[src/rtl/pwm_pc_pkg.sv]
package pwm_pc_pkg;

   typedef enum logic [1:0] {
      CM_OFF    = 2'b00,
      CM_RSVD   = 2'b01,
      CM_CLR_UP = 2'b10,
      CM_SET_UP = 2'b11
   } cmp_mode_e;

   // Output level applied on a rising-count match.
   function automatic logic rise_level(input cmp_mode_e m);
      return (m == CM_SET_UP) || (m == CM_RSVD);
   endfunction

   // True when the mode connects the output register to the pin.
   function automatic logic pin_connected(input cmp_mode_e m);
      return (m == CM_CLR_UP) || (m == CM_SET_UP);
   endfunction

   localparam int RES_SLOTS = 4;

endpackage

[src/rtl/pwm_pc_counter.sv]
module pwm_pc_counter #(
   parameter int CNT_W = 10
) (
   input  logic             clk,
   input  logic             rst_n,
   input  logic             step,
   input  logic [CNT_W-1:0] top,
   output logic [CNT_W-1:0] cnt_q,
   output logic             up_q,
   output logic [CNT_W-1:0] cnt_nxt,
   output logic             up_nxt
);
   localparam logic [CNT_W-1:0] ONE = CNT_W'(1);

   logic at_floor;
   logic below_top;

   always_comb begin
      at_floor  = (cnt_q == '0);
      below_top = (cnt_q < top);
      // Rising from zero always; otherwise keep rising only below the end value.
      up_nxt    = at_floor | (up_q & below_top);
      cnt_nxt   = up_nxt ? (cnt_q + ONE) : (cnt_q - ONE);
   end

   always_ff @(posedge clk or negedge rst_n) begin
      if (!rst_n) begin
         cnt_q <= '0;
         up_q  <= 1'b1;
      end else if (step) begin
         cnt_q <= cnt_nxt;
         up_q  <= up_nxt;
      end
   end

endmodule

[src/rtl/pwm_pc_cmpbuf.sv]
module pwm_pc_cmpbuf #(
   parameter int CMP_W = 16,
   parameter int CNT_W = 10
) (
   input  logic             clk,
   input  logic             rst_n,
   input  logic             step,
   input  logic             wr,
   input  logic [CMP_W-1:0] wdata,
   input  logic [CNT_W-1:0] cnt_nxt,
   input  logic [CNT_W-1:0] top,
   output logic [CNT_W-1:0] cmp_eff
);
   logic [CMP_W-1:0] stage_q;
   logic [CMP_W-1:0] live_q;
   logic [CMP_W-1:0] live_sel;
   logic [CNT_W-1:0] low_bits;
   logic             arrive_top;

   always_comb begin
      arrive_top = step && (cnt_nxt == top);
      // The step that lands on the end value already compares against the staged value.
      live_sel   = arrive_top ? stage_q : live_q;
   end

   if (CMP_W == CNT_W) begin : g_full
      assign low_bits = live_sel;
   end else begin : g_slice
      assign low_bits = live_sel[CNT_W-1:0];
   end

   assign cmp_eff = low_bits & top;

   always_ff @(posedge clk or negedge rst_n) begin
      if (!rst_n) begin
         stage_q <= '0;
         live_q  <= '0;
      end else begin
         if (wr)         stage_q <= wdata;
         if (arrive_top) live_q  <= stage_q;
      end
   end

endmodule

[src/rtl/pwm_pc_outctl.sv]
module pwm_pc_outctl
   import pwm_pc_pkg::*;
#(
   parameter int CNT_W = 10
) (
   input  logic             clk,
   input  logic             rst_n,
   input  logic             step,
   input  logic             bypass,
   input  logic [1:0]       mode,
   input  logic [CNT_W-1:0] cnt_nxt,
   input  logic             up_nxt,
   input  logic [CNT_W-1:0] cmp_eff,
   input  logic [CNT_W-1:0] top,
   output logic             pin
);
   cmp_mode_e cm;
   logic      lvl_q;
   logic      lvl_nxt;
   logic      hit;
   logic      cmp_at_top;
   logic      up_lvl;

   always_comb begin
      cm         = cmp_mode_e'(mode);
      up_lvl     = rise_level(cm);
      hit        = step && (cnt_nxt == cmp_eff);
      cmp_at_top = (cmp_eff == top);
      lvl_nxt    = lvl_q;
      if (hit) begin
         if (cmp_at_top) begin
            // Rising and falling matches coincide; only a divided clock acts here.
            if (!bypass) lvl_nxt = up_lvl;
         end else begin
            lvl_nxt = up_nxt ? up_lvl : ~up_lvl;
         end
      end
   end

   always_ff @(posedge clk or negedge rst_n) begin
      if (!rst_n) lvl_q <= 1'b0;
      else        lvl_q <= lvl_nxt;
   end

   assign pin = pin_connected(cm) & lvl_q;

endmodule

[src/rtl/pwm_phase_gen.sv]
module pwm_phase_gen
   import pwm_pc_pkg::*;
#(
   parameter int MIN_RES = 8,
   parameter int NUM_RES = 3,
   parameter int CMP_W   = 16,
   parameter int CNT_W   = MIN_RES + NUM_RES - 1
) (
   input  logic             clk,
   input  logic             rst_n,
   input  logic             tick,
   input  logic             run,
   input  logic             bypass,
   input  logic [1:0]       res_sel,
   input  logic [1:0]       mode,
   input  logic             cmp_wr,
   input  logic [CMP_W-1:0] cmp_wdata,
   output logic             pwm_out,
   output logic [CNT_W-1:0] cnt,
   output logic             cnt_down
);
   localparam int MAX_RES = MIN_RES + NUM_RES - 1;

   if (NUM_RES < 1 || NUM_RES > RES_SLOTS) begin : g_bad_num
      $error("NUM_RES must lie in 1..4");
   end
   if (MIN_RES < 2) begin : g_bad_min
      $error("MIN_RES must be at least 2");
   end
   if (CNT_W != MAX_RES || CNT_W > 30) begin : g_bad_cnt
      $error("CNT_W must equal the widest resolution and stay below 31");
   end
   if (CMP_W < CNT_W) begin : g_bad_cmp
      $error("CMP_W must cover the counter width");
   end

   logic [CNT_W-1:0] top_tab [RES_SLOTS];
   logic [CNT_W-1:0] top_val;
   logic [CNT_W-1:0] cnt_q;
   logic [CNT_W-1:0] cnt_nxt;
   logic [CNT_W-1:0] cmp_eff;
   logic             up_q;
   logic             up_nxt;
   logic             step;

   for (genvar g = 0; g < RES_SLOTS; g++) begin : g_top
      if (g < NUM_RES) begin : g_used
         assign top_tab[g] = CNT_W'((1 << (MIN_RES + g)) - 1);
      end else begin : g_spare
         assign top_tab[g] = CNT_W'((1 << MAX_RES) - 1);
      end
   end

   assign top_val = top_tab[res_sel];
   assign step    = run & tick;

   pwm_pc_counter #(.CNT_W(CNT_W)) u_cnt (
      .clk     (clk),
      .rst_n   (rst_n),
      .step    (step),
      .top     (top_val),
      .cnt_q   (cnt_q),
      .up_q    (up_q),
      .cnt_nxt (cnt_nxt),
      .up_nxt  (up_nxt)
   );

   pwm_pc_cmpbuf #(.CMP_W(CMP_W), .CNT_W(CNT_W)) u_cmp (
      .clk     (clk),
      .rst_n   (rst_n),
      .step    (step),
      .wr      (cmp_wr),
      .wdata   (cmp_wdata),
      .cnt_nxt (cnt_nxt),
      .top     (top_val),
      .cmp_eff (cmp_eff)
   );

   pwm_pc_outctl #(.CNT_W(CNT_W)) u_out (
      .clk     (clk),
      .rst_n   (rst_n),
      .step    (step),
      .bypass  (bypass),
      .mode    (mode),
      .cnt_nxt (cnt_nxt),
      .up_nxt  (up_nxt),
      .cmp_eff (cmp_eff),
      .top     (top_val),
      .pin     (pwm_out)
   );

   assign cnt      = cnt_q;
   assign cnt_down = ~up_q;

endmodule

[config.mk]
export PLATFORM = sky130hd
export DESIGN_NAME = pwm_phase_gen
export DESIGN_NICKNAME = d
export VERILOG_FILES = /design/src/rtl/pwm_pc_pkg.sv /design/src/rtl/pwm_pc_counter.sv /design/src/rtl/pwm_pc_cmpbuf.sv /design/src/rtl/pwm_pc_outctl.sv /design/src/rtl/pwm_phase_gen.sv
export SDC_FILE = /design/constraint.sdc
export NUM_CORES = 1
export LEC_CHECK = 0
export ABC_AREA = 1
export BUFFER_PORTS_ARGS = -buffer_cell sky130_fd_sc_hd__buf_2
export CAP_MARGIN = 20
export CORE_MARGIN = 5
export CORE_UTILIZATION = 25
export CTS_BUF_LIST = sky130_fd_sc_hd__clkbuf_16
export CTS_CLUSTER_DIAMETER = 50
export CTS_CLUSTER_SIZE = 28
export DETAILED_ROUTE_END_ITERATION = 10
export HOLD_SLACK_MARGIN = 0.05
export PLACE_DENSITY = 0.5
export SLEW_MARGIN = 5
export SYNTH_ARGS = -nofsm -noshare
export SYNTH_HDL_FRONTEND = slang
export SYNTH_HIERARCHICAL = 1
export SYNTH_SLANG_ARGS = --single-unit
[constraint.sdc]
create_clock -name clk -period 5.6 [get_ports clk]
set_input_delay 0.56 -clock clk [delete_from_list [all_inputs] [get_ports clk]]
set_output_delay 0.56 -clock clk [all_outputs]
set_load 0.02 [all_outputs]
### Yosys cells after proc, flatten, opt, wreduce, memory -nomap -nowiden

Index checks and enable logic that the tools add are counted.

* bits in registers: 38
* output and inout port bits: 12
* input bits: 26
* word-level logic and storage cells: 38

* $add $sub $neg: 2
* bitwise logic cells: 8
* reductions and logical operators: 6
* magnitude comparators: 2
* eq/ne operators: 7
* mux-type cells: 8

Operators with widths (count)
* 10-bit two-way mux: 4
* 10-bit == test: 3
* 10-bit binary-select mux with 2-bit select: 1
* 10-bit by 1-bit adder with 10-bit output, second input constant: 1
* 10-bit AND: 1
* 10-bit zero test: 1
* 10-bit less-than comparator: 1
* 10-bit by 1-bit subtractor with 10-bit output, second input constant: 1
* 2-bit == test, second input constant: 2
* 1-bit AND: 3
* 3-bit greater-or-equal comparator, second input constant: 1
* 1-bit two-way mux: 3
* 2-bit NOT with 3-bit output: 1
* 2-bit by 1-bit == test with 1-bit output, second input constant: 1
* 1-bit logical AND: 2
* 1-bit logical OR: 2
* 2-bit != test, second input constant: 1
* 1-bit NOT: 2
* 2-bit AND reduction: 1
* 1-bit OR: 1

### Longest topological paths before layout

* depth after elaboration: 15
* gate-level depth with buffers: 41

### Hierarchy

The synthesis kept the hierarchy.

Modules (own cells, without submodules)
* pwm_pc_counter: area an instance 1108.6 µm², times used 1, cells an instance 158
* pwm_pc_cmpbuf: area an instance 1097.3 µm², times used 1, cells an instance 166
* pwm_pc_outctl: area an instance 561.8 µm², times used 1, cells an instance 136
* pwm_phase_gen: area an instance 26.3 µm², times used 1, cells an instance 7

### Worst setup path before layout

OpenSTA, ideal clock, no wires.

* path type: in2reg
* start: input res_sel[0]
* end: register u_out.lvl_q
* required time: 5.484 ns
* path buffers: 0
* stages: 38
* setup slack: 1.335 ns
* arrival: 4.149 ns
* library setup time: 0.116 ns
* cells stage by stage: inv_1 -> nand2_1 -> inv_1 -> ha_1 -> nand2_1 -> nand2_1 -> nor2_1 -> nand2_1 -> a21oi_1 -> nand2_2 -> nand2_4 -> inv_1 -> ha_1 -> a21oi_1 -> o21ai_1 -> a21oi_1 -> o21ai_0 -> nand2_1 -> (+2 left out) -> nand2_1 -> nand2_1 -> inv_1 -> nand3_1 -> nor2_2 -> nand2_2 -> nand2_1 -> nand2_1 -> nor2_1 -> inv_2 -> nand2_1 -> nand2_1 -> nor2_1 -> nand2_1 -> nor3_1 -> nor2_1 -> nand2_1 -> nand2_1

* longest elaborated chain between the ends: 15
* elaborated cells between the ends (all ways): 19
* those cells by class: 1 x order compare; 4 x eq/ne; 7 x mux; 4 x bitwise; 3 x reduce/logical

Ends and longest elaborated chain
* start: declaration: line pwm_phase_gen.sv:14 `input logic [1:0] res_sel,`
* 2-bit NOT with 3-bit output (implied by the code) *: line pwm_phase_gen.sv:54 `assign top_val = top_tab[res_sel];`
* 10-bit binary-select mux with 2-bit select *: line pwm_phase_gen.sv:54
* 10-bit two-way mux (implied by the code) * (2 in a row): line pwm_phase_gen.sv:54
* named net top_val[8]: line pwm_phase_gen.sv:38 `logic [CNT_W-1:0] top_val;`
* 10-bit less-than comparator *: line pwm_pc_counter.sv:20 `below_top = (cnt_q < top);`
* 1-bit AND *: line pwm_pc_counter.sv:22 `up_nxt = at_floor | (up_q & below_top);`
* 1-bit OR *: line pwm_pc_counter.sv:22
* named net up_nxt: line pwm_phase_gen.sv:43 `logic up_nxt;`
* (+1 left out)
* named net cnt_nxt[7]: line pwm_phase_gen.sv:40 `logic [CNT_W-1:0] cnt_nxt;`
* 10-bit == test *: line pwm_pc_cmpbuf.sv:21 `arrive_top = step && (cnt_nxt == top);`
* 1-bit logical AND *: line pwm_pc_cmpbuf.sv:21
* 10-bit two-way mux *: line pwm_pc_cmpbuf.sv:23 `live_sel = arrive_top ? stage_q : live_q;`
* 10-bit AND *: line pwm_pc_cmpbuf.sv:32 `assign cmp_eff = low_bits & top;`
* named net cmp_eff[7]: line pwm_phase_gen.sv:41 `logic [CNT_W-1:0] cmp_eff;`
* 10-bit == test, on equally long branches: line pwm_pc_outctl.sv:28, pwm_pc_outctl.sv:27
* 2-bit != test (no line) or 1-bit logical AND (tied branches)
* 2-bit AND reduction (no line)
* end signal: assignment: line pwm_pc_outctl.sv:42 `else lvl_q <= lvl_nxt;`
* end: declaration: line pwm_pc_outctl.sv:18 `logic lvl_q;`

The timed path passes the listed nets; every way through them passes the cells marked *. The select of a mux whose other input is x is not followed.
A chain may end at the register's enable or synchronous reset.

### Final worst setup path

* start: input res_sel[1]
* end: register u_out.lvl_q

Same word-level chain as after synthesis.

==> metrics.cfg <==
[outcome]
status = completed

[clock_tree]
h-tree-depth = 2
postCtsHoldBufs = 0
clock-sinks = 32
post_cts_buffers = 0
clk_latency_ps = 280
ctsResizeCount = 0
cts_root_buffer = clkbuf_16
cts_inserted_buffers = 5
clockBufferDepth = 2
tritoncts = built
clk_pin_slew_worst_paths_ps = 60

[setup_path]
reg2reg_slack_ps = 780
required_ps = 5760
reg2reg_to = u_out/lvl_q$_DFFE_PN0P_
crit_top_cell = nand2_1
cp-end-kind = flip-flop
cp.arrival_ps = 5030
timing.critical_path.fanout_max = 10
rr_startpoint = u_cnt/cnt_q[9]$_DFFE_PN0P_
critical_path.max_stage_delay_ps = 350
reg2regPathDepth = 37
worstSetupPathType = in -> reg
cp-start-kind = primary input
slowest_stage = ha_1

[logic_synthesis]
synth_edf_count = 0
yosysMostFrequentCell = nand2_1
synth_compound_area_share_pct = 5.69
synth.avg_cell_area_sq_um = 5.98
synth-seq-cells = 32
synth_common_cells = 176 x nand2_1, 106 x inv_1, 36 x nor2_1, 31 x dfrtp_1, 29 x nand3_1
synth_area_leaders = dfrtp_1 28%, nand2_1 24%, inv_1 14%, ha_1 7.6%, nand3_1 5.2%
yosysTopAreaCellShare_pct = 27.8
yosys.area_share.adder_pct = 8.33
synth-seq-area-share_pct = 28.7
async_flop_share_pct = 100
yosys.area_share.simple_pct = 37.5
netlist_instances = 467
yosysWarnings = 6
muxShareOfSynthArea_pct = 0
synth_top_family_by_area = simple AND/OR/NAND/NOR gates
synth-xor-area-share_pct = 3.76
yosys_most_used_dff = dfrtp_1
synth_top_area_cell = dfrtp_1
synth_cell_types = 31
syn-cell-area_sq_um = 2790

[finish]
fillers = 1200
multi_input_area_sq_um = 1690
finish.net_count = 586
areaGrowthSynthToFinish_pct = 23.4
antenna_cells = 0
ff_latch_area_sq_um = 802
drive_above_1_share_pct = 10.5

[floorplanning]
std_cell_rows = 38
fp.coreArea_sq_um = 10900
dieArea_sq_um = 13400
io-pin-count = 38
die_w_um = 116
die_h_um = 116
start_util_pct = 25.7

[drt]
drt_iter0_markers = 88
post-route-drc-count = 0
finalWirelength_um = 6470
final_antenna_net_count = 0
dr.pass1.iters = 4
vias_per_cell = 3.90
num_vias = 2666
wl_per_cell_um = 9.48

[timing]
fin_crit_ps = 4870
rsz0062_at_grt = false
fin_tns_setup_ps = 0
finalHoldViolCount = 0
worst_pin_slew_ps = 748
skew_ps = 8.91
maxSlewViolCount = 0
hold_ws_ps = 346
fmax_mhz = 205
finalCritPeriodShare_pct = 86.9
slew_headroom_pct = 50.1
finalSetupViolations = 0

[place]
gp_congestion = 0.786
dp_hpwl_um = 5150
portBuffers = 31

[power_and_ir_drop]
power_density_nw_per_um2 = 618
irDropWorstVdd_uv = 214
leakage_nw = 2.25

[worst_hold_path]
hp-class = in -> async

[global_routing]
grt_start_max_net_pins = 33
grt_pass1_wl_um = 11300
first_global_vias = 2576
grt-ovfl-total = 0
grtUsageTotal_pct = 10.4
grt_antenna_before_repair = 0

[run]
max_cap_violations = 0

-- per-layer routing --
layer  vias to the layer above  GRT usage, %  share of wire [%]
met2                        37          17.7                 44
met5                         -             0                  0
li1                       1500             -                  -
met1                      1123          13.9                 50
met4                         0          2.40               0.76
met3                         6          1.83                4.6
-- critical path, delay by kind of cell --
kind                     cells  cell delay (ps)
AND/OR/NAND/NOR             25             2400
buffers and inverters        8              780
AO/OA/AOI/OAI                4              620
adder cells (fa/ha/maj)      2              660
-- kinds of logic (layout without fill, tap and decap cells) --
kind of cell             Yosys count  count (layout)
other                              1              38
adder cells (fa/ha/maj)           18              18
flip-flops                        32              32
XOR/XNOR                          12              12
AO/OA/AOI/OAI                     30              30
buffers and inverters            117             156
AND/OR/NAND/NOR                  257             257
-- state kept, by name (all words and copies together), names as in the netlist --
signal / count
u_cmp/live_q: 10
u_cmp/stage_q: 10
u_cnt/cnt_q: 10
u_cnt/up_q: 1
u_out/lvl_q: 1
-- worst max-delay path by stage --
| stage | from | to | slack [ps] |
|---|---|---|---|
| 6_report | res_sel[1] | u_out/lvl_q$_DFFE_PN0P_ | 730 |
| 5_1_grt | res_sel[1] | u_out/lvl_q$_DFFE_PN0P_ | 50 |
| 4_1_cts | res_sel[1] | u_out/lvl_q$_DFFE_PN0P_ | 590 |
| 3_5_place_dp | res_sel[1] | u_out/lvl_q$_DFFE_PN0P_ | 330 |
| 3_3_place_gp | res_sel[1] | u_out/lvl_q$_DFFE_PN0P_ | 420 |
| 2_1_floorplan | res_sel[0] | u_out/lvl_q$_DFFE_PN0P_ | 1330 |
-- area by class of cell --
class,instances,share of cell area [%]
clock inverter,3,1.23
multi-input combinational,355,49.0
sequential,32,23.3
timing repair buffer,36,5.59
clock buffer,5,3.63
inverter,112,12.2
tap,140,5.08
-- through the flow --
| step | power [mW] | std cells | area (sq um) | util [%] | worst slack (ps) |
|---|---|---|---|---|---|
| after floorplan | 1.43 | 504 | 2930 | - | 1330 |
| after global placement | 1.78 | 675 | 3280 | 30.1 | 419 |
| after detailed placement | 1.80 | 675 | 3280 | 30.1 | 330 |
| after CTS | 2.14 | 683 | 3440 | 31.6 | 590 |
| after global routing | 2.40 | 683 | 3450 | 31.7 | 52.6 |
| final | 2.13 | 683 | 3450 | 31.7 | 732 |
-- layout by cell type (no fill, tap or decap), drive strengths merged --
cell type  instances
a21o               2
a21oi              9
a31oi              1
and2               2
buf               36
bufinv             1
clkbuf             5
clkinv             2
clkinvlp           1
conb              38
dfrtp             31
dfstp              1
fa                 1
ha                17
inv              111
nand2            180
nand3             30
nand4              4
nor2              37
nor3               2
nor4               1
o211ai             1
o21ai             17
or2                1
xnor2              4
xor2               8
-- power breakdown --
group	leakage [nW]	switching, mW	total (mW)	internal [mW]
sequential	0.357	0.0725	0.378	0.305
combinational	1.82	0.899	1.43	0.534
clock	0.0798	0.111	0.320	0.209
Note: power is estimated with default switching activity, not from simulation.
